`config.mk`:
```
export PLATFORM = sky130hd
export DESIGN_NAME = acc_unit
export DESIGN_NICKNAME = d
export VERILOG_FILES = /design/src/rtl/acc_pkg.sv /design/src/rtl/acc_alu.sv /design/src/rtl/acc_regs.sv /design/src/rtl/acc_flags.sv /design/src/rtl/acc_unit.sv
export SDC_FILE = /design/constraint.sdc
export NUM_CORES = 1
export LEC_CHECK = 0
export BUFFER_PORTS_ARGS = -buffer_cell sky130_fd_sc_hd__buf_2
export CORE_UTILIZATION = 57
export CTS_BUF_LIST = sky130_fd_sc_hd__clkbuf_16
export CTS_CLUSTER_SIZE = 12
export DETAILED_ROUTE_END_ITERATION = 8
export PLACE_DENSITY = 0.91
export SLEW_MARGIN = 20
export SYNTH_ARGS = -nofsm -noshare
export SYNTH_HDL_FRONTEND = slang
export SYNTH_SLANG_ARGS = --single-unit
```
`constraint.sdc`:
```
create_clock -name clk -period 3.1 [get_ports clk]
set_clock_uncertainty 0.1 [all_clocks]
set_input_delay 0.155 -clock clk [delete_from_list [all_inputs] [get_ports clk]]
set_output_delay 0.155 -clock clk [all_outputs]
set_load 0.005 [all_outputs]
```
`src/rtl/acc_pkg.sv`:
```
package acc_pkg;

    localparam int ACC_W  = 16;
    localparam int CHAR_W = 8;
    localparam int N_OPS  = 11;

    localparam int OP_AND  = 0;
    localparam int OP_ADD  = 1;
    localparam int OP_XFER = 2;
    localparam int OP_INP  = 3;
    localparam int OP_CMP  = 4;
    localparam int OP_SHR  = 5;
    localparam int OP_SHL  = 6;
    localparam int OP_CLR  = 7;
    localparam int OP_INC  = 8;
    localparam int OP_ECL  = 9;
    localparam int OP_ECM  = 10;

    typedef struct packed {
        logic do_and;
        logic do_add;
        logic do_xfer;
        logic do_inp;
        logic do_cmp;
        logic do_shr;
        logic do_shl;
        logic do_clr;
        logic do_inc;
        logic do_ecl;
        logic do_ecm;
    } acc_op_t;

    function automatic acc_op_t decode_op(input logic [N_OPS-1:0] sel);
        acc_op_t o;
        o.do_and  = sel[OP_AND];
        o.do_add  = sel[OP_ADD];
        o.do_xfer = sel[OP_XFER];
        o.do_inp  = sel[OP_INP];
        o.do_cmp  = sel[OP_CMP];
        o.do_shr  = sel[OP_SHR];
        o.do_shl  = sel[OP_SHL];
        o.do_clr  = sel[OP_CLR];
        o.do_inc  = sel[OP_INC];
        o.do_ecl  = sel[OP_ECL];
        o.do_ecm  = sel[OP_ECM];
        return o;
    endfunction

endpackage

```
`src/rtl/acc_alu.sv`:
```
module acc_alu
    import acc_pkg::*;
#(
    parameter int W    = ACC_W,
    parameter int IN_W = CHAR_W
) (
    input  acc_op_t         op,
    input  logic [W-1:0]    ac,
    input  logic            e,
    input  logic [W-1:0]    dr,
    input  logic [IN_W-1:0] inp,
    output logic [W-1:0]    ac_nxt,
    output logic            e_nxt,
    output logic            ac_ld,
    output logic            e_ld
);

    logic [W:0] sum;
    logic [W:0] incr;

    assign sum  = {1'b0, ac} + {1'b0, dr};
    assign incr = {1'b0, ac} + {{W{1'b0}}, 1'b1};

    always_comb begin
        ac_nxt = ac;
        e_nxt  = e;
        ac_ld  = 1'b0;
        e_ld   = 1'b0;
        if (op.do_and) begin
            ac_nxt = ac & dr;
            ac_ld  = 1'b1;
        end else if (op.do_add) begin
            ac_nxt = sum[W-1:0];
            e_nxt  = sum[W];
            ac_ld  = 1'b1;
            e_ld   = 1'b1;
        end else if (op.do_xfer) begin
            ac_nxt = dr;
            ac_ld  = 1'b1;
        end else if (op.do_inp) begin
            ac_nxt = {ac[W-1:IN_W], inp};
            ac_ld  = 1'b1;
        end else if (op.do_cmp) begin
            ac_nxt = ~ac;
            ac_ld  = 1'b1;
        end else if (op.do_shr) begin
            ac_nxt = {e, ac[W-1:1]};
            e_nxt  = ac[0];
            ac_ld  = 1'b1;
            e_ld   = 1'b1;
        end else if (op.do_shl) begin
            ac_nxt = {ac[W-2:0], e};
            e_nxt  = ac[W-1];
            ac_ld  = 1'b1;
            e_ld   = 1'b1;
        end else if (op.do_clr) begin
            ac_nxt = '0;
            ac_ld  = 1'b1;
        end else if (op.do_inc) begin
            ac_nxt = incr[W-1:0];
            ac_ld  = 1'b1;
        end else if (op.do_ecl) begin
            e_nxt  = 1'b0;
            e_ld   = 1'b1;
        end else if (op.do_ecm) begin
            e_nxt  = ~e;
            e_ld   = 1'b1;
        end
    end

endmodule

```
`src/rtl/acc_regs.sv`:
```
module acc_regs #(
    parameter int W = acc_pkg::ACC_W
) (
    input  logic         clk,
    input  logic         rst,
    input  logic         ac_ld,
    input  logic         e_ld,
    input  logic [W-1:0] ac_nxt,
    input  logic         e_nxt,
    output logic [W-1:0] ac_q,
    output logic         e_q
);

    always_ff @(posedge clk) begin
        if (rst) begin
            ac_q <= '0;
            e_q  <= 1'b0;
        end else begin
            if (ac_ld) ac_q <= ac_nxt;
            if (e_ld)  e_q  <= e_nxt;
        end
    end

endmodule

```
`src/rtl/acc_flags.sv`:
```
module acc_flags #(
    parameter int W = acc_pkg::ACC_W
) (
    input  logic [W-1:0] ac,
    output logic         is_zero,
    output logic         is_neg
);

    assign is_zero = ~(|ac);
    assign is_neg  = ac[W-1];

endmodule

```
`src/rtl/acc_unit.sv`:
```
module acc_unit
    import acc_pkg::*;
#(
    parameter int W    = ACC_W,
    parameter int IN_W = CHAR_W
) (
    input  logic             clk,
    input  logic             rst,
    input  logic [N_OPS-1:0] op_sel,
    input  logic [W-1:0]     dr_in,
    input  logic [IN_W-1:0]  inp_in,
    output logic [W-1:0]     acc_out,
    output logic             e_out,
    output logic             acc_zero,
    output logic             acc_sign
);

    acc_op_t      op;
    logic [W-1:0] ac_nxt;
    logic         e_nxt;
    logic         ac_ld;
    logic         e_ld;

    assign op = decode_op(op_sel);

    acc_alu #(.W(W), .IN_W(IN_W)) alu_i (
        .op     (op),
        .ac     (acc_out),
        .e      (e_out),
        .dr     (dr_in),
        .inp    (inp_in),
        .ac_nxt (ac_nxt),
        .e_nxt  (e_nxt),
        .ac_ld  (ac_ld),
        .e_ld   (e_ld)
    );

    acc_regs #(.W(W)) regs_i (
        .clk    (clk),
        .rst    (rst),
        .ac_ld  (ac_ld),
        .e_ld   (e_ld),
        .ac_nxt (ac_nxt),
        .e_nxt  (e_nxt),
        .ac_q   (acc_out),
        .e_q    (e_out)
    );

    acc_flags #(.W(W)) flags_i (
        .ac      (acc_out),
        .is_zero (acc_zero),
        .is_neg  (acc_sign)
    );

endmodule

```
==> Yosys cells after proc, flatten, opt, wreduce, memory -nomap -nowiden <==
Cells that the tools add are included.
{ "word_totals": {"regBits": 17, "latchBits": 0, "ram_bits": 0, "romBits": 0, "inputBits": 37, "output_inout_bits": 19, "wordCells": 62, "n_memories": 0} }
{ "classes": {"n_addsub": 2, "n_mul": 0, "n_div": 0, "magnitude_cmp": 0, "eq_ne": 6, "n_shift": 0, "muxes": 39, "n_bitwise": 5, "n_reduce_logical": 7} }
{ "ops": {"columns": ["op", "count"], "rows": [
  ["two-way mux 16 bit", 9],
  ["two-way mux 1 bit", 30],
  ["adder 16 x 16 -> 17 bit", 1],
  ["adder 16 x 1 -> 16 bit (second input constant)", 1],
  ["bitwise AND 16 bit", 1],
  ["inverter 16 bit", 1],
  ["OR reduction 16 bit", 1],
  ["inequality test 4 bit (second input constant)", 3],
  ["nonzero test 9 bit", 1],
  ["AND reduction 8 bit", 1],
  ["nonzero test 8 bit", 1],
  ["inequality test 2 bit (second input constant)", 3],
  ["nonzero test 5 bit", 1],
  ["inverter 1 bit", 3],
  ["AND reduction 3 bit", 1],
  ["AND reduction 2 bit", 1]
]} }

==> Logic depth before layout (Yosys ltp) <==
{ "depth": {"word_depth": 12, "ltp_mapped": 10, "ltp_nobuf": 10} }

==> Modules after synthesis <==
From an unflattened synthesis, not the netlist that was laid out.
{ "hier_totals": {"cells_unflattened": 417, "hier_area_um2": 2924.1} }
{ "modules_own_cells": {"columns": ["mod", "n_inst", "cells_per_inst", "area_per_inst_um2", "seq_area_each_um2"], "rows": [
  ["acc_alu", 1, 356, 2267.2, 0.0],
  ["acc_regs", 1, 55, 615.6, 340.3],
  ["acc_flags", 1, 6, 41.3, 0.0]
]} }

==> Worst setup path after synthesis <==
No wires, ideal clock.
{ "synth_path": {"path_type": "reg-to-reg", "startpoint": "reg regs_i.ac_q[4]", "endpoint": "reg regs_i.ac_q[15]", "setup_ps": 133, "arrival_time_ps": 2210, "t_required_ps": 2867, "setup_slack_ps": 657, "path_stages_with_launch": 9, "n_path_buf": 0, "synth_period_minus_slack_ps": 2443, "cell_sequence": "dfxtp_1 > ha_1 > and3_1 > a221oi_2 > a21oi_2 > a221o_1 > a21bo_1 > nor4b_1 > a211oi_1"} }
{ "synth_via": {"elab_chain_len": 10, "elab_cells_between_ends": 11, "cone_classes": "add/sub: 2; mux: 9"} }
{ "synth_rtl": {"columns": ["item", "line_no", "rtl"], "rows": [
  ["from (decl)", "acc_regs.sv:10", "output logic [W-1:0] ac_q,"],
  ["from (signal assigned)", "acc_regs.sv:19", "if (ac_ld) ac_q <= ac_nxt;"],
  ["adder 16 x 1 -> 16 bit", "acc_alu.sv:22", "assign incr = {1'b0, ac} + {{W{1'b0}}, 1'b1};"],
  ["two-way mux 16 bit", "acc_alu.sv:59", "end else if (op.do_inc) begin"],
  ["two-way mux 16 bit", "acc_alu.sv:56", "end else if (op.do_clr) begin"],
  ["two-way mux 16 bit", "acc_alu.sv:51", "end else if (op.do_shl) begin"],
  ["two-way mux 16 bit", "acc_alu.sv:46", "end else if (op.do_shr) begin"],
  ["two-way mux 16 bit", "acc_alu.sv:43", "end else if (op.do_cmp) begin"],
  ["two-way mux 16 bit", "acc_alu.sv:40", "end else if (op.do_inp) begin"],
  ["two-way mux 16 bit", "acc_alu.sv:37", "end else if (op.do_xfer) begin"],
  ["two-way mux 16 bit (*)", "acc_alu.sv:32", "end else if (op.do_add) begin"],
  ["two-way mux 16 bit (*)", "acc_alu.sv:29", "if (op.do_and) begin"]
]} }
Every way passes the cells marked *; elsewhere a longest branch is shown, timed or not. The select of a mux whose other input is x is not followed.
A chain may end at the register's enable or synchronous reset.

==> Worst setup path in the final report <==
{ "layout_path": {"startpoint": "reg regs_i.ac_q[9]", "endpoint": "reg regs_i.ac_q[12]"} }
Same word-level chain as after synthesis.

==> out/qor.yml <==
n_antenna_cell: 0
critPathKind: "reg2reg"
root_buffer: "clkbuf_16"
slew_violations: 0
cp_data_arrival_time_ns: 2.74
antenna_left: 0
fin_util_pct: 67.66
hold_viol_final: 0
numPortBuffers: 55
cts_hold_buf: 0
clockBufferDepth: 2
cts-resized-gates: 0
grt_pass1_wl_um: 16610
core.rowCount: 25
dieWidth_um: 72.59
synth_top_cell_by_area: "dfxtp_1"
drtIter0Drc: 508
insertion_delay_ns: 0.26
coreArea_mm2: 0.004755
numCtsBuffers: 3
setup_viol: 0
drive_gt1_share_pct: 19.91
drv_cap: 0
ys_seq_area_share_pct: 11.98
wl_met1_um: 3914
antenna_found_initial: 0
pin_count: 56
post-dp-hpwl_um: 7376
synth.most_common_cell: "nand2_1"
first_pass_iters: 6
outcome: "finished clean"
die_area_mm2: 0.005269
start_util_pct: 59.74
grt_setup_unrepaired: "no"
netlist_area_mm2: 0.002840
nets: 494
syn_area_per_cell_um2: 7.065
place_congestion: 1.043
fin_crit_sh_pct: 87.56
dr_wl_met2_um: 4614
vias_per_cell: 7.175
synthCells: 402
synth_cell_types: 70
crit_chain: "ha_1 > and3_1 > and4_1 > a311oi_2 > a31oi_1 > xor2_1 > a2111oi_0 > nor3_1"
area_growth_pct: 13.26
cp_data_required_time_ns: 3.13
relSlewSlack_pct: 54.16
post-cts-setup-buffer-count: 0
fin_tns_setup_ns: 0
synth.ff_latch_count: 17
tightest_slew_ns: 0.6850
leakagePower_nw: 1.343
wl_met3_um: 1385
synth_ff_type: "dfxtp_1"
synth_fp_nets: 458
clk_pin_slew_ns: 0.06
synth_edf_count: 0
vias: 3616
synthTopCellsByArea: "dfxtp_1, ha_1, a21oi_1"
power_density_mw_per_mm2: 317.1
hp-class: "in2reg"
finalPower_w: 0.001020
slowest_stage: "dfxtp_1"
grt_max_degree: 29
drc: 0
grtUsageTotal_pct: 40.81
ir_drop_uv: 180.3
ys_top_cells_by_count: "nand2_1, a21oi_1, o21ai_0, nor2_1, clkbuf_1"
synthArstFlopShare_pct: 0
cts_tree: "built"
die_h_um: 72.59
crit_fanout: 9
top_layer_used: "met4"
ys.warnings.count: 0
postRouteWirelength_um: 10400
grt_pass1_vias: 3342
wl_per_cell_um: 20.63
cts_sinks: 17
cpPeakStageDelay_ns: 0.50
worst_setup_path_end_kind: "flop"
overflow: 0
synth_top_area_share_pct: 11.98
cts_max_level: 1
critPathLaunchType: "flop"
fmax_mhz: 368.4
period_needed_ns: 2.714
==> critical path, delay by kind of cell (launching register included) <==
kind	cells	cell delay (ns)
fa+ha+maj	1	0.39
flops	1	0.50
simple gates	3	0.59
xor+xnor	1	0.16
compound gates	3	0.83
==> layout make-up <==
class | instances | area (µm²)
multi-input combinational | 332 | 2281
tap | 67 | 83.83
timing repair buffer | 68 | 372.9
clock buffer | 3 | 75.07
clock inverter | 1 | 3.754
inverter | 16 | 60.06
sequential | 17 | 340.3
fill | 431 | 1538
==> power by group <==
part	switching [W]	internal [W]
clock network	0.000104	0.000172
registers	0.0000359	0.000237
logic	0.000279	0.000193
==> path summary, 6_finish.rpt <==
| path | startpoint | end | slack [ns] | cells after the start |
|---|---|---|---|---|
| max | regs_i.ac_q[9] | regs_i.ac_q[12] | 0.39 | 8 |
| max reg2reg | regs_i.ac_q[9] | regs_i.ac_q[12] | 0.39 | 8 |
| min reg2reg | regs_i.ac_q[9] | regs_i.ac_q[9] | 0.54 | 2 |
| min | dr_in[4] | regs_i.ac_q[4] | 0.16 | 3 |
==> routing by layer <==
metal / up-vias / track usage (%)
li1: 1621 / -
met2: 319 / 62.41
met1: 1616 / 53.62
met5: - / 0
met4: 0 / 21.79
met3: 60 / 8.702
==> registers in the layout, indices dropped and copies added (netlist names) <==
signal,count
regs_i.e_q,1
regs_i.ac_q,16
==> metrics by stage <==
stage	instance area [µm²]	hold slack, ns	cells	setup slack (ns)
4_1_cts	3217	0.1564	504	0.4167
2_1_floorplan	2840	0.2454	402	0.6572
5_1_grt	3217	0.1724	504	0.2074
3_5_place_dp	3138	0.4140	500	0.4390
6_report	3217	0.1591	504	0.3855
3_3_place_gp	3138	0.4067	500	0.5374
==> cell usage in the layout, fill, tap and decap left out, types with 5 or more instances in the layout <==
cell type and instances:
ha_1 18, nor4_1 6, xor2_1 10, o211ai_1 6
dfxtp_1 17, nand3_1 9, nand2b_1 9, xnor2_1 8
buf_2 55, nor3_1 11, buf_4 13, a211oi_1 18
nor2b_1 5, inv_1 15, nand2_1 31, a21o_1 5
a31oi_1 7, nor2_1 26, a221oi_1 8, o21ai_0 27
a21oi_1 29, a22oi_1 9, a311oi_1 6
==> logic make-up after synthesis <==
family	share of synthesized area, %
buf+inv	7.709
xor+xnor	5.551
simple gates	24.63
fa+ha+maj	8.635
mux	1.454
flops	11.98
compound gates	40.04
Power figures use the tool's default switching activity.
